<file path="config.mk">
export PLATFORM = sky130hd
export DESIGN_NAME = cmpflt_top
export DESIGN_NICKNAME = d
export VERILOG_FILES = /design/src/rtl/cmpflt_pkg.sv /design/src/rtl/cmpflt_sync.sv /design/src/rtl/cmpflt_prescale.sv /design/src/rtl/cmpflt_filter.sv /design/src/rtl/cmpflt_edge.sv /design/src/rtl/cmpflt_top.sv
export SDC_FILE = /design/constraint.sdc
export NUM_CORES = 1
export LEC_CHECK = 0
export ABC_CLOCK_PERIOD_IN_PS = 2100
export CORE_MARGIN = 2
export CORE_UTILIZATION = 56
export CTS_BUF_LIST = sky130_fd_sc_hd__clkbuf_2
export DETAILED_ROUTE_END_ITERATION = 16
export HOLD_SLACK_MARGIN = 0.02
export PLACE_DENSITY = 0.78
export SYNTH_ARGS = -nofsm -noshare
export SYNTH_HDL_FRONTEND = slang
export SYNTH_HIERARCHICAL = 1
export SYNTH_SLANG_ARGS = --single-unit
export TNS_END_PERCENT = 50
</file>
<file path="constraint.sdc">
create_clock -name clk -period 2.1 [get_ports clk]
set_clock_uncertainty 0.15 [all_clocks]
set_input_delay 0.315 -clock clk [delete_from_list [all_inputs] [get_ports clk]]
set_output_delay 0.315 -clock clk [all_outputs]
set_load 0.05 [all_outputs]
</file>
<file path="src/rtl/cmpflt_pkg.sv">
package cmpflt_pkg;

    typedef enum logic [1:0] {
        FSEL_OFF  = 2'b00,
        FSEL_FULL = 2'b01,
        FSEL_MID  = 2'b10,
        FSEL_SLOW = 2'b11
    } fsel_e;

    typedef enum logic [1:0] {
        EDGE_RISE = 2'b00,
        EDGE_FALL = 2'b01,
        EDGE_BOTH = 2'b10
    } edge_mode_e;

    typedef struct packed {
        fsel_e fsel;
        logic  both;
        logic  fall;
        logic  irq_en;
    } cfg_t;

    typedef struct packed {
        logic evt;
        logic irq;
    } pulse_t;

    localparam int unsigned NUM_RATES = 3;

    function automatic edge_mode_e decode_edge(input logic both, input logic fall);
        if (both)
            return EDGE_BOTH;
        else if (fall)
            return EDGE_FALL;
        else
            return EDGE_RISE;
    endfunction

    function automatic logic edge_hit(input edge_mode_e m, input logic prev, input logic cur);
        case (m)
            EDGE_RISE: return !prev && cur;
            EDGE_FALL: return prev && !cur;
            default:   return prev ^ cur;
        endcase
    endfunction

    function automatic logic pick_strobe(input fsel_e sel, input logic [NUM_RATES-1:0] stb);
        case (sel)
            FSEL_FULL: return stb[0];
            FSEL_MID:  return stb[1];
            FSEL_SLOW: return stb[2];
            default:   return 1'b1;
        endcase
    endfunction

endpackage

</file>
<file path="src/rtl/cmpflt_sync.sv">
module cmpflt_sync #(
    parameter int unsigned STAGES = 2
) (
    input  logic clk,
    input  logic rst,
    input  logic d,
    output logic q
);
    logic [STAGES-1:0] chain_q;

    generate
        if (STAGES == 1) begin : g_one
            always_ff @(posedge clk) begin
                if (rst) chain_q <= '0;
                else     chain_q <= d;
            end
        end else begin : g_many
            always_ff @(posedge clk) begin
                if (rst) chain_q <= '0;
                else     chain_q <= {chain_q[STAGES-2:0], d};
            end
        end
    endgenerate

    assign q = chain_q[STAGES-1];
endmodule

</file>
<file path="src/rtl/cmpflt_prescale.sv">
module cmpflt_prescale
    import cmpflt_pkg::*;
#(
    parameter int unsigned DIV_MID  = 8,
    parameter int unsigned DIV_SLOW = 32
) (
    input  logic                 clk,
    input  logic                 rst,
    output logic [NUM_RATES-1:0] strobe
);
    localparam int unsigned CW = $clog2(DIV_SLOW + 1);
    localparam int unsigned DIVS [2] = '{DIV_MID, DIV_SLOW};

    assign strobe[0] = 1'b1;

    generate
        for (genvar g = 0; g < 2; g++) begin : g_div
            localparam logic [CW-1:0] LAST = CW'(DIVS[g] - 1);
            logic [CW-1:0] cnt_q;
            always_ff @(posedge clk) begin
                if (rst)                cnt_q <= '0;
                else if (cnt_q == LAST) cnt_q <= '0;
                else                    cnt_q <= cnt_q + 1'b1;
            end
            assign strobe[g+1] = (cnt_q == LAST);
        end
    endgenerate
endmodule

</file>
<file path="src/rtl/cmpflt_filter.sv">
module cmpflt_filter
    import cmpflt_pkg::*;
#(
    parameter int unsigned NSAMP = 3
) (
    input  logic                 clk,
    input  logic                 rst,
    input  fsel_e                fsel,
    input  logic [NUM_RATES-1:0] strobes,
    input  logic                 din,
    output logic                 smp,
    output logic                 lvl
);
    localparam int unsigned HW = NSAMP - 1;

    logic [HW-1:0]    hist_q;
    logic [NSAMP-1:0] window;
    logic             level_q;
    logic             agree;
    logic             bypass;

    assign bypass = (fsel == FSEL_OFF);
    assign smp    = pick_strobe(fsel, strobes);
    assign window = {hist_q, din};
    assign agree  = (&window) | ~(|window);

    always_ff @(posedge clk) begin
        if (rst) begin
            hist_q  <= '0;
            level_q <= 1'b0;
        end else if (bypass) begin
            hist_q  <= {HW{din}};
            level_q <= din;
        end else if (smp) begin
            hist_q  <= window[HW-1:0];
            if (agree) level_q <= din;
        end
    end

    assign lvl = bypass ? din : level_q;
endmodule

</file>
<file path="src/rtl/cmpflt_edge.sv">
module cmpflt_edge
    import cmpflt_pkg::*;
(
    input  logic   clk,
    input  logic   rst,
    input  cfg_t   cfg,
    input  logic   lvl,
    output logic   prev,
    output pulse_t pulse
);
    edge_mode_e mode;
    logic       prev_q;
    logic       hit;
    pulse_t     pulse_q;

    assign mode = decode_edge(cfg.both, cfg.fall);
    assign hit  = edge_hit(mode, prev_q, lvl);

    always_ff @(posedge clk) begin
        if (rst) begin
            prev_q  <= 1'b0;
            pulse_q <= '0;
        end else begin
            prev_q      <= lvl;
            pulse_q.evt <= hit;
            pulse_q.irq <= hit & cfg.irq_en;
        end
    end

    assign prev  = prev_q;
    assign pulse = pulse_q;
endmodule

</file>
<file path="src/rtl/cmpflt_top.sv">
module cmpflt_top
    import cmpflt_pkg::*;
#(
    parameter int unsigned SYNC_STAGES = 2,
    parameter int unsigned NSAMP       = 3,
    parameter int unsigned DIV_MID     = 8,
    parameter int unsigned DIV_SLOW    = 32
) (
    input  logic       clk,
    input  logic       rst,
    input  logic       cmp_async,
    input  logic [1:0] cfg_fsel,
    input  logic       cfg_both,
    input  logic       cfg_fall,
    input  logic       cfg_irq_en,
    output logic       evt_pulse,
    output logic       irq_pulse
);
    cfg_t                 cfg;
    logic                 sync_lvl;
    logic [NUM_RATES-1:0] strobes;
    logic                 smp_strobe;
    logic                 flt_lvl;
    logic                 edge_prev;
    pulse_t               pulses;

    assign cfg.fsel   = fsel_e'(cfg_fsel);
    assign cfg.both   = cfg_both;
    assign cfg.fall   = cfg_fall;
    assign cfg.irq_en = cfg_irq_en;

    cmpflt_sync #(.STAGES(SYNC_STAGES)) u_sync (
        .clk (clk),
        .rst (rst),
        .d   (cmp_async),
        .q   (sync_lvl)
    );

    cmpflt_prescale #(.DIV_MID(DIV_MID), .DIV_SLOW(DIV_SLOW)) u_pre (
        .clk    (clk),
        .rst    (rst),
        .strobe (strobes)
    );

    cmpflt_filter #(.NSAMP(NSAMP)) u_flt (
        .clk     (clk),
        .rst     (rst),
        .fsel    (cfg.fsel),
        .strobes (strobes),
        .din     (sync_lvl),
        .smp     (smp_strobe),
        .lvl     (flt_lvl)
    );

    cmpflt_edge u_edge (
        .clk   (clk),
        .rst   (rst),
        .cfg   (cfg),
        .lvl   (flt_lvl),
        .prev  (edge_prev),
        .pulse (pulses)
    );

    assign evt_pulse = pulses.evt;
    assign irq_pulse = pulses.irq;
endmodule

</file>
Yosys cells after proc, flatten, opt, wreduce, memory -nomap -nowiden
Cells that the tools add are included.
Widths: inputs -> output; s select.
{"block": "word_totals", "word_cells": 42, "regBits": 20}
{"block": "op_classes", "mux": 10, "reduce_logical": 13, "n_bitwise": 4, "add_sub_neg": 2, "eq_ne": 5}
{"cell": "$add 6x1->6 const B", "count": 2}
{"cell": "$eq 6x3->1 const B", "count": 1}
{"cell": "$eq 6x5->1 const B", "count": 1}
{"cell": "$mux 2", "count": 3}
{"cell": "$mux 1", "count": 5}
{"cell": "$eq 2x2->1 const B", "count": 2}
{"cell": "$logic_not 2->1", "count": 2}
{"cell": "$pmux 1 s2", "count": 2}
{"cell": "$reduce_bool 2->1", "count": 2}
{"cell": "$reduce_or 2->1", "count": 2}
{"cell": "$reduce_and 3->1", "count": 1}
{"cell": "$reduce_or 3->1", "count": 1}
{"cell": "$eq 2x1->1 const B", "count": 1}
{"cell": "$logic_and 1x1->1", "count": 2}
{"cell": "$logic_not 1->1", "count": 2}
{"cell": "$reduce_and 2->1", "count": 1}
{"cell": "$and 1x1->1", "count": 1}
{"cell": "$not 1->1", "count": 1}
{"cell": "$or 1x1->1", "count": 1}
{"cell": "$xor 1x1->1", "count": 1}

Logic depth before layout (Yosys ltp)
Gate-level depths: netlist (run 1).
{"block": "depth", "ltp_word": 6, "ltp_mapped": 7, "depth_no_buf": 7}

Modules after synthesis
Netlist (run 1), hierarchy kept.
{"mod": "cmpflt_prescale", "area_each_um2": 508.0, "instances": 1, "cells_per_inst": 55}
{"mod": "cmpflt_filter", "area_each_um2": 180.2, "instances": 1, "cells_per_inst": 21}
{"mod": "cmpflt_edge", "area_each_um2": 138.9, "instances": 1, "cells_per_inst": 14}
{"mod": "cmpflt_sync", "area_each_um2": 52.6, "instances": 1, "cells_per_inst": 4}

Worst setup path before layout (run 1)
Ideal clock, no wire load.
{"block": "synth_path", "path_type": "register to register", "startpoint": "register u_pre.g_div[1].cnt_q[0]", "endpoint": "register u_flt.level_q", "t_arrival_ns": 1.444, "path_stages_with_launch": 8, "setup_time_ns": 0.127, "synth_period_minus_slack_ns": 1.721, "path_slack_ns": 0.379, "path_cell_list": "dfxtp_1 > ha_1 > nand2_1 > nor3_2 > mux2i_1 > a21oi_2 > o31ai_1 > mux2i_1"}
{"block": "synth_via", "elab_chain_cells": 4}
{"element": "start: declaration", "line_no": "cmpflt_prescale.sv:19", "source": "logic [CW-1:0] cnt_q;"}
{"element": "start signal: assignment", "line_no": "cmpflt_prescale.sv:23", "source": "else cnt_q <= cnt_q + 1'b1;"}
{"element": "$eq 6x5->1", "line_no": "cmpflt_prescale.sv:25", "source": "assign strobe[g+1] = (cnt_q == LAST);"}
{"element": "net strobes[2]", "line_no": "cmpflt_top.sv:21", "source": "logic [NUM_RATES-1:0] strobes;"}
{"element": "$pmux 1 s2", "line_no": "cmpflt_pkg.sv:48", "source": "case (sel)"}
{"element": "net smp_strobe", "line_no": "cmpflt_top.sv:22", "source": "logic smp_strobe;"}
{"element": "$reduce_bool 2->1 (no source line)"}
{"element": "$reduce_and 2->1 (no source line)"}
{"element": "end signal: assignment", "line_no": "cmpflt_filter.sv:33", "source": "level_q <= din;"}
{"element": "end signal: assignment", "line_no": "cmpflt_filter.sv:36", "source": "if (agree) level_q <= din;"}
{"element": "end: declaration", "line_no": "cmpflt_filter.sv:18", "source": "logic level_q;"}
The timed path passes the listed nets, and every way through them passes these cells.
A chain may end at the register's enable or synchronous reset.

Final worst setup path (run 1)
{"block": "layout_path", "startpoint": "register u_edge.pulse_q (netlist bit u_edge/pulse[1])", "endpoint": "output port evt_pulse"}
{"element": "start: declaration", "line_no": "cmpflt_edge.sv:14", "source": "pulse_t pulse_q;"}
{"element": "end: declaration", "line_no": "cmpflt_top.sv:16", "source": "output logic evt_pulse,"}
No word-level cell between the ends.

==> impl_metrics.ini, run 1 <==
[status]
status = complete, no violations

[logic_synthesis]
syn-cell-area_um2 = 880
syn_area_per_cell_um2 = 9.36
yosys_warnings = 6
synth_compound_area_frac = 0.112
ys_ff_latch = 20
ys_seq_area_frac = 0.455
yosys.area_share.simple = 0.226
synth_nets = 106
syn_inst = 94
synthAdderAreaFrac = 0.0569
synth_top_family_by_area = simple AND/OR/NAND/NOR gates
synth_xor_area_frac = 0.0597
muxShareOfSynthArea = 0.0455
synth_cell_type_count = 31

[clock_network]
cts_resized = 0
postCtsSetupBuffers = 0
ctsHoldBuffers = 0
h-tree-depth = 1
cts.sinks = 20
clock_latency_ns = 0.30
clockBufferDepth = 2
cts_root_buffer = clkbuf_2
path_clk_slew_ns = 0.18
cts-buffers-inserted = 3
cts_tree = done

[global_route]
grt_pass1_wl_mm = 2.44
grt-ovfl-total = 0
first_global_vias = 597
grt_max_degree = 12
met2_usage = 0.276
use_met3 = 0.0500
grt_antenna_before_repair = 0
use_met1 = 0.216
grt_use_total = 0.178
top_usage_layer = met2

[route]
ant_nets = 0
drt-vias-per-instance = 5.26
wl_per_cell_um = 11.4
drc = 0
finalWirelength_mm = 1.42
first_iter_violations = 8
dr_total_vias = 657
firstDrtPassIters = 4

[floorplanning]
start_util = 0.591
die-area_um2 = 1900
core_um2 = 1490
die_h_um = 43.6
dieWidth_um = 43.6
num_io_pins = 10
rows = 14

[layout]
syn2layout_area_growth_pct = 16.6
antenna_cells = 0
fillCellCount = 122
final_area_um2 = 1030
layout-drive-gt1-share = 0.128
finalNonFillerCells = 125
nNetsFinal = 122

[power]
internal_power_uw = 477
power_density_nw_per_um2 = 620
power_frac_comb = 0.119
seqPwrFrac = 0.641
power.net_switching_uw = 160
leakage_uw = 0.000411
p_sw_frac = 0.251
ir_drop_v = 0.000372
clkPwrFrac = 0.241

[worst_setup_path]
cp_cell_sequence = clkdlybuf4s50_1
critPathArrivalTime_ns = 1.44
crit_family = buffers and inverters
cp-start-kind = flip-flop
required_ns = 1.63
path_buf_inv = 1
critPathCaptureType = output port
slowest_delay_ns = 0.79
crit_type = reg2out
worstPathMaxFanout = 1
cp_slowest_cell = clkdlybuf4s50_1

[run]
maxCapViolations = 0

[place]
place_ws_ns = 0.0704
io_buffers = 9
placed_area_um2 = 1010
place.gp.congestion = 0.717
hpwlAfterDp_mm = 1.07
place_inst = 121

[sta]
hold_violations = 0
period_share = 0.908
slew_violations = 0
finalSetupViolCount = 0
rsz0062_at_grt = false
timing.fmax_mhz = 524
fin_ws_ns = 0.192
final.min_clock_period_ns = 1.91
tns_ns = 0

[hold_path]
hp-class = reg2reg
## final cells by class
cell class / count / area [µm²] / share of cell area
sequential: 20 / 400 / 0.390
clock inverter: 1 / 3.75 / 0.00366
timing repair buffer: 13 / 120 / 0.117
tap: 16 / 20.0 / 0.0195
clock buffer: 3 / 15.0 / 0.0146
multi-input combinational: 66 / 444 / 0.433
inverter: 6 / 22.5 / 0.0220
## synth_stat cells
| cell | number | area share |
|---|---|---|
| ha_1 | 4 | 0.057 |
| nand4_1 | 1 | 0.0071 |
| nor2b_1 | 2 | 0.014 |
| a21oi_1 | 3 | 0.017 |
| mux2i_1 | 4 | 0.046 |
| nand3_1 | 4 | 0.023 |
| a211oi_2 | 1 | 0.014 |
| nor3_2 | 2 | 0.023 |
| o21ai_0 | 3 | 0.017 |
| a21o_1 | 1 | 0.0085 |
| o31ai_1 | 1 | 0.0085 |
| o41ai_2 | 1 | 0.018 |
| xor2_1 | 3 | 0.030 |
| nand2_1 | 7 | 0.030 |
| nor4_1 | 2 | 0.014 |
| buf_4 | 1 | 0.0085 |
| nand2b_1 | 2 | 0.014 |
| a21oi_2 | 1 | 0.010 |
| nor2_1 | 12 | 0.051 |
| a311oi_1 | 1 | 0.010 |
| nor3_1 | 2 | 0.011 |
| o21bai_1 | 1 | 0.0085 |
| dfxtp_1 | 20 | 0.46 |
| nor3b_1 | 1 | 0.0085 |
| and3_2 | 1 | 0.0085 |
| buf_2 | 1 | 0.0057 |
| and3_1 | 1 | 0.0071 |
| xnor2_1 | 3 | 0.030 |
| inv_1 | 6 | 0.026 |
| conb_1 | 1 | 0.0043 |
| nor3b_2 | 1 | 0.014 |
## layer usage
metal | up-vias | wire [µm]
li1 | 352 | -
met2 | 14 | 665
met3 | 2 | 59
met5 | - | 0
met4 | 0 | 9
met1 | 289 | 686
## power by group through the flow
stage | clock [µW] | sequential, µW | combinational, µW
2_1_floorplan | 0 | 419 | 40.8
6_report | 153 | 408 | 75.4
3_3_place_gp | 0 | 415 | 72.8
3_5_place_dp | 0 | 415 | 75.1
5_1_grt | 180 | 410 | 85.1
4_1_cts | 163 | 408 | 75.8
## path summary, 6_finish.rpt
check	from	to	slack (ns)	depth (start not counted)
min reg2reg	u_pre/g_div[0].cnt_q[0]$_SDFF_PP0_	u_pre/g_div[0].cnt_q[0]$_SDFF_PP0_	0.31	1
max reg2reg	u_pre/g_div[0].cnt_q[0]$_SDFF_PP0_	u_flt/hist_q[1]$_SDFFE_PP0P_	0.24	7
max	u_edge/pulse[1]$_SDFF_PP0_	evt_pulse	0.19	1
min	u_pre/g_div[0].cnt_q[0]$_SDFF_PP0_	u_pre/g_div[0].cnt_q[0]$_SDFF_PP0_	0.31	1
## per-stage QoR
step	power, µW	util	hold slack [ns]
4_1_cts	646	0.689	0.307
2_1_floorplan	460	-	0.232
3_3_place_gp	488	0.676	0.269
5_1_grt	676	0.689	0.338
6_report	636	0.689	0.307
3_5_place_dp	490	0.676	0.270
## kinds of logic after synthesis
kind of cell | count (synthesis)
other cells | 1
simple gates | 38
fa+ha+maj | 4
flops | 20
compound gates | 13
buf+inv | 8
mux | 4
xor+xnor | 6
## sequential cells by signal (all words and copies together) (netlist names)
| register | flops |
|---|---|
| u_pre/g_div.cnt_q | 12 |
| u_edge/pulse | 2 |
| u_flt/level_q | 1 |
| u_edge/prev | 1 |
| u_flt/hist_q | 2 |
| u_sync/chain_q | 2 |
## placed cells by master (no fill, tap or decap), drive strengths merged, types with 2 or more instances in the layout
master / n
ha: 4
nor2: 12
clkdlybuf4s50: 9
nor4: 2
nor3: 4
a21oi: 4
nand2: 7
and3: 2
inv: 6
o21ai: 3
nor2b: 2
xor2: 3
xnor2: 3
buf: 4
nand3: 4
nor3b: 2
mux2i: 4
dfxtp: 20
nand2b: 2
clkbuf: 3
No activity file was read; power rests on OpenSTA's default activity.
==> run 2: changes to the inputs <==
- CELL_PAD_IN_SITES_DETAIL_PLACEMENT: default -> 1
- CELL_PAD_IN_SITES_GLOBAL_PLACEMENT: default -> 1
- CORE_UTILIZATION: 56 -> 43
- PLACE_DENSITY: 0.78 -> 0.77
==> impl_metrics.ini, run 2 (synthesis gave the netlist of run 1 again) <==
[status]
status = complete, no violations

[clock_network]
path_clk_slew_ns = 0.19
h-tree-depth = 1
clock_latency_ns = 0.30
cts.sinks = 20
postCtsSetupBuffers = 0
cts_resized = 0
ctsHoldBuffers = 0
cts-buffers-inserted = 3
cts_root_buffer = clkbuf_2
cts_tree = done
clockBufferDepth = 2

[route]
drc = 0
firstDrtPassIters = 2
finalWirelength_mm = 1.63
dr_total_vias = 681
first_iter_violations = 5
drt-vias-per-instance = 5.04
wl_per_cell_um = 12.1
ant_nets = 0

[power]
power_density_nw_per_um2 = 615
seqPwrFrac = 0.643
clkPwrFrac = 0.239
p_sw_frac = 0.251
leakage_uw = 0.000406
internal_power_uw = 476
power_frac_comb = 0.118
power.net_switching_uw = 160
total_power_uw = 635
ir_drop_v = 0.000308

[hold_path]
min_path_cells = 1
hp-class = reg2reg

[worst_setup_path]
slowest_delay_ns = 0.40
critPathCaptureType = flip-flop
worstPathMaxFanout = 4
cp_slowest_cell = dfxtp_1
cp-start-kind = flip-flop
crit_type = reg2reg
critPathArrivalTime_ns = 2.00
r2r_cells = 7
cp_cell_sequence = ha_1, nand2_1, nor4_1, mux2i_1, a21oi_2, nor2_1, a311oi_1
required_ns = 2.16

[place]
hpwlAfterDp_mm = 1.26
place_ws_ns = 0.0139
place.gp.congestion = 0.707
io_buffers = 9

[floorplanning]
die_h_um = 49.2
die-area_um2 = 2420
rows = 16
num_io_pins = 10
core_um2 = 1940
start_util = 0.453
dieWidth_um = 49.2

[layout]
final_cell_mix = dfxtp_1, nor2_1, clkdlybuf4s50_1
largest_reg_flops = 12
nNetsFinal = 121
layout-drive-gt1-share = 0.120
top_register = u_pre/g_div.cnt_q
antenna_cells = 0
final_common_cell = dfxtp_1
seqCellArea_um2 = 400
multiInputGateArea_um2 = 444
syn2layout_area_growth_pct = 17.4
fillCellCount = 237

[global_route]
grt_max_degree = 12
first_global_vias = 691
grt_pass1_wl_mm = 2.96
grt_antenna_before_repair = 0
grt-ovfl-total = 0
grt_use_total = 0.155

[sta]
timing.fmax_mhz = 514
max-slew-margin-rel = 0.667
hold_violations = 0
fin_ws_ns = 0.155
final.min_clock_period_ns = 1.95
finalSetupViolCount = 0
rsz0062_at_grt = false
worst_slew_pin_slew_ns = 0.498
period_share = 0.926
tns_ns = 0
slew_violations = 0

[run]
maxCapViolations = 0
run 2: path summary, 6_finish.rpt:
check	startpoint	end	slack (ns)
worst max-delay path	u_pre/g_div[0].cnt_q[0]$_SDFF_PP0_	u_flt/hist_q[1]$_SDFFE_PP0P_	0.15
worst min-delay path	u_sync/chain_q[0]$_SDFF_PP0_	u_sync/chain_q[1]$_SDFF_PP0_	0.32
worst min register to register	u_sync/chain_q[0]$_SDFF_PP0_	u_sync/chain_q[1]$_SDFF_PP0_	0.32
worst max register to register	u_pre/g_div[0].cnt_q[0]$_SDFF_PP0_	u_flt/hist_q[1]$_SDFFE_PP0P_	0.15
run 2: worst max-delay path: cells and delay by family (launching register included):
kind                     cells  cell delay, ns
AND/OR/NAND/NOR              3            0.44
multiplexers                 1            0.16
AO/OA/AOI/OAI                2            0.50
flip-flops                   1            0.40
adder cells (fa/ha/maj)      1            0.21
run 2: metrics by stage:
| step | instances | util | cell area, µm² | hold slack [ns] |
|---|---|---|---|---|
| 3_5_place_dp | 131 | 0.522 | 1010 | 0.293 |
| 5_1_grt | 135 | 0.532 | 1030 | 0.345 |
| 6_report | 135 | 0.532 | 1030 | 0.319 |
| 4_1_cts | 135 | 0.532 | 1030 | 0.322 |
| 3_3_place_gp | 131 | 0.522 | 1010 | 0.282 |
| 2_1_floorplan | 94 | - | 880 | 0.232 |
run 2: layer usage:
layer	vias up	GRT usage	share of wire	routed length [µm]
met3	2	0.0337	0.025	40
met4	0	0.0429	0.0074	12
met1	327	0.182	0.45	738
li1	347	-	-	-
met2	5	0.279	0.51	838
met5	-	0	0	0
run 2: area by class of cell:
type / instances / area share
timing repair buffer: 12 / 0.109
inverter: 6 / 0.0218
multi-input combinational: 66 / 0.430
clock buffer: 3 / 0.0145
tap: 27 / 0.0327
sequential: 20 / 0.388
clock inverter: 1 / 0.00364
run 2: power by group through the flow:
stage                     Clock, µW  Combinational (µW)  Sequential, µW
after global routing            176                84.2             411
after floorplan                   0                40.8             419
after detailed placement          0                75.5             416
after global placement            0                73.1             415
final                           152                74.9             409
after CTS                       158                76.3             408
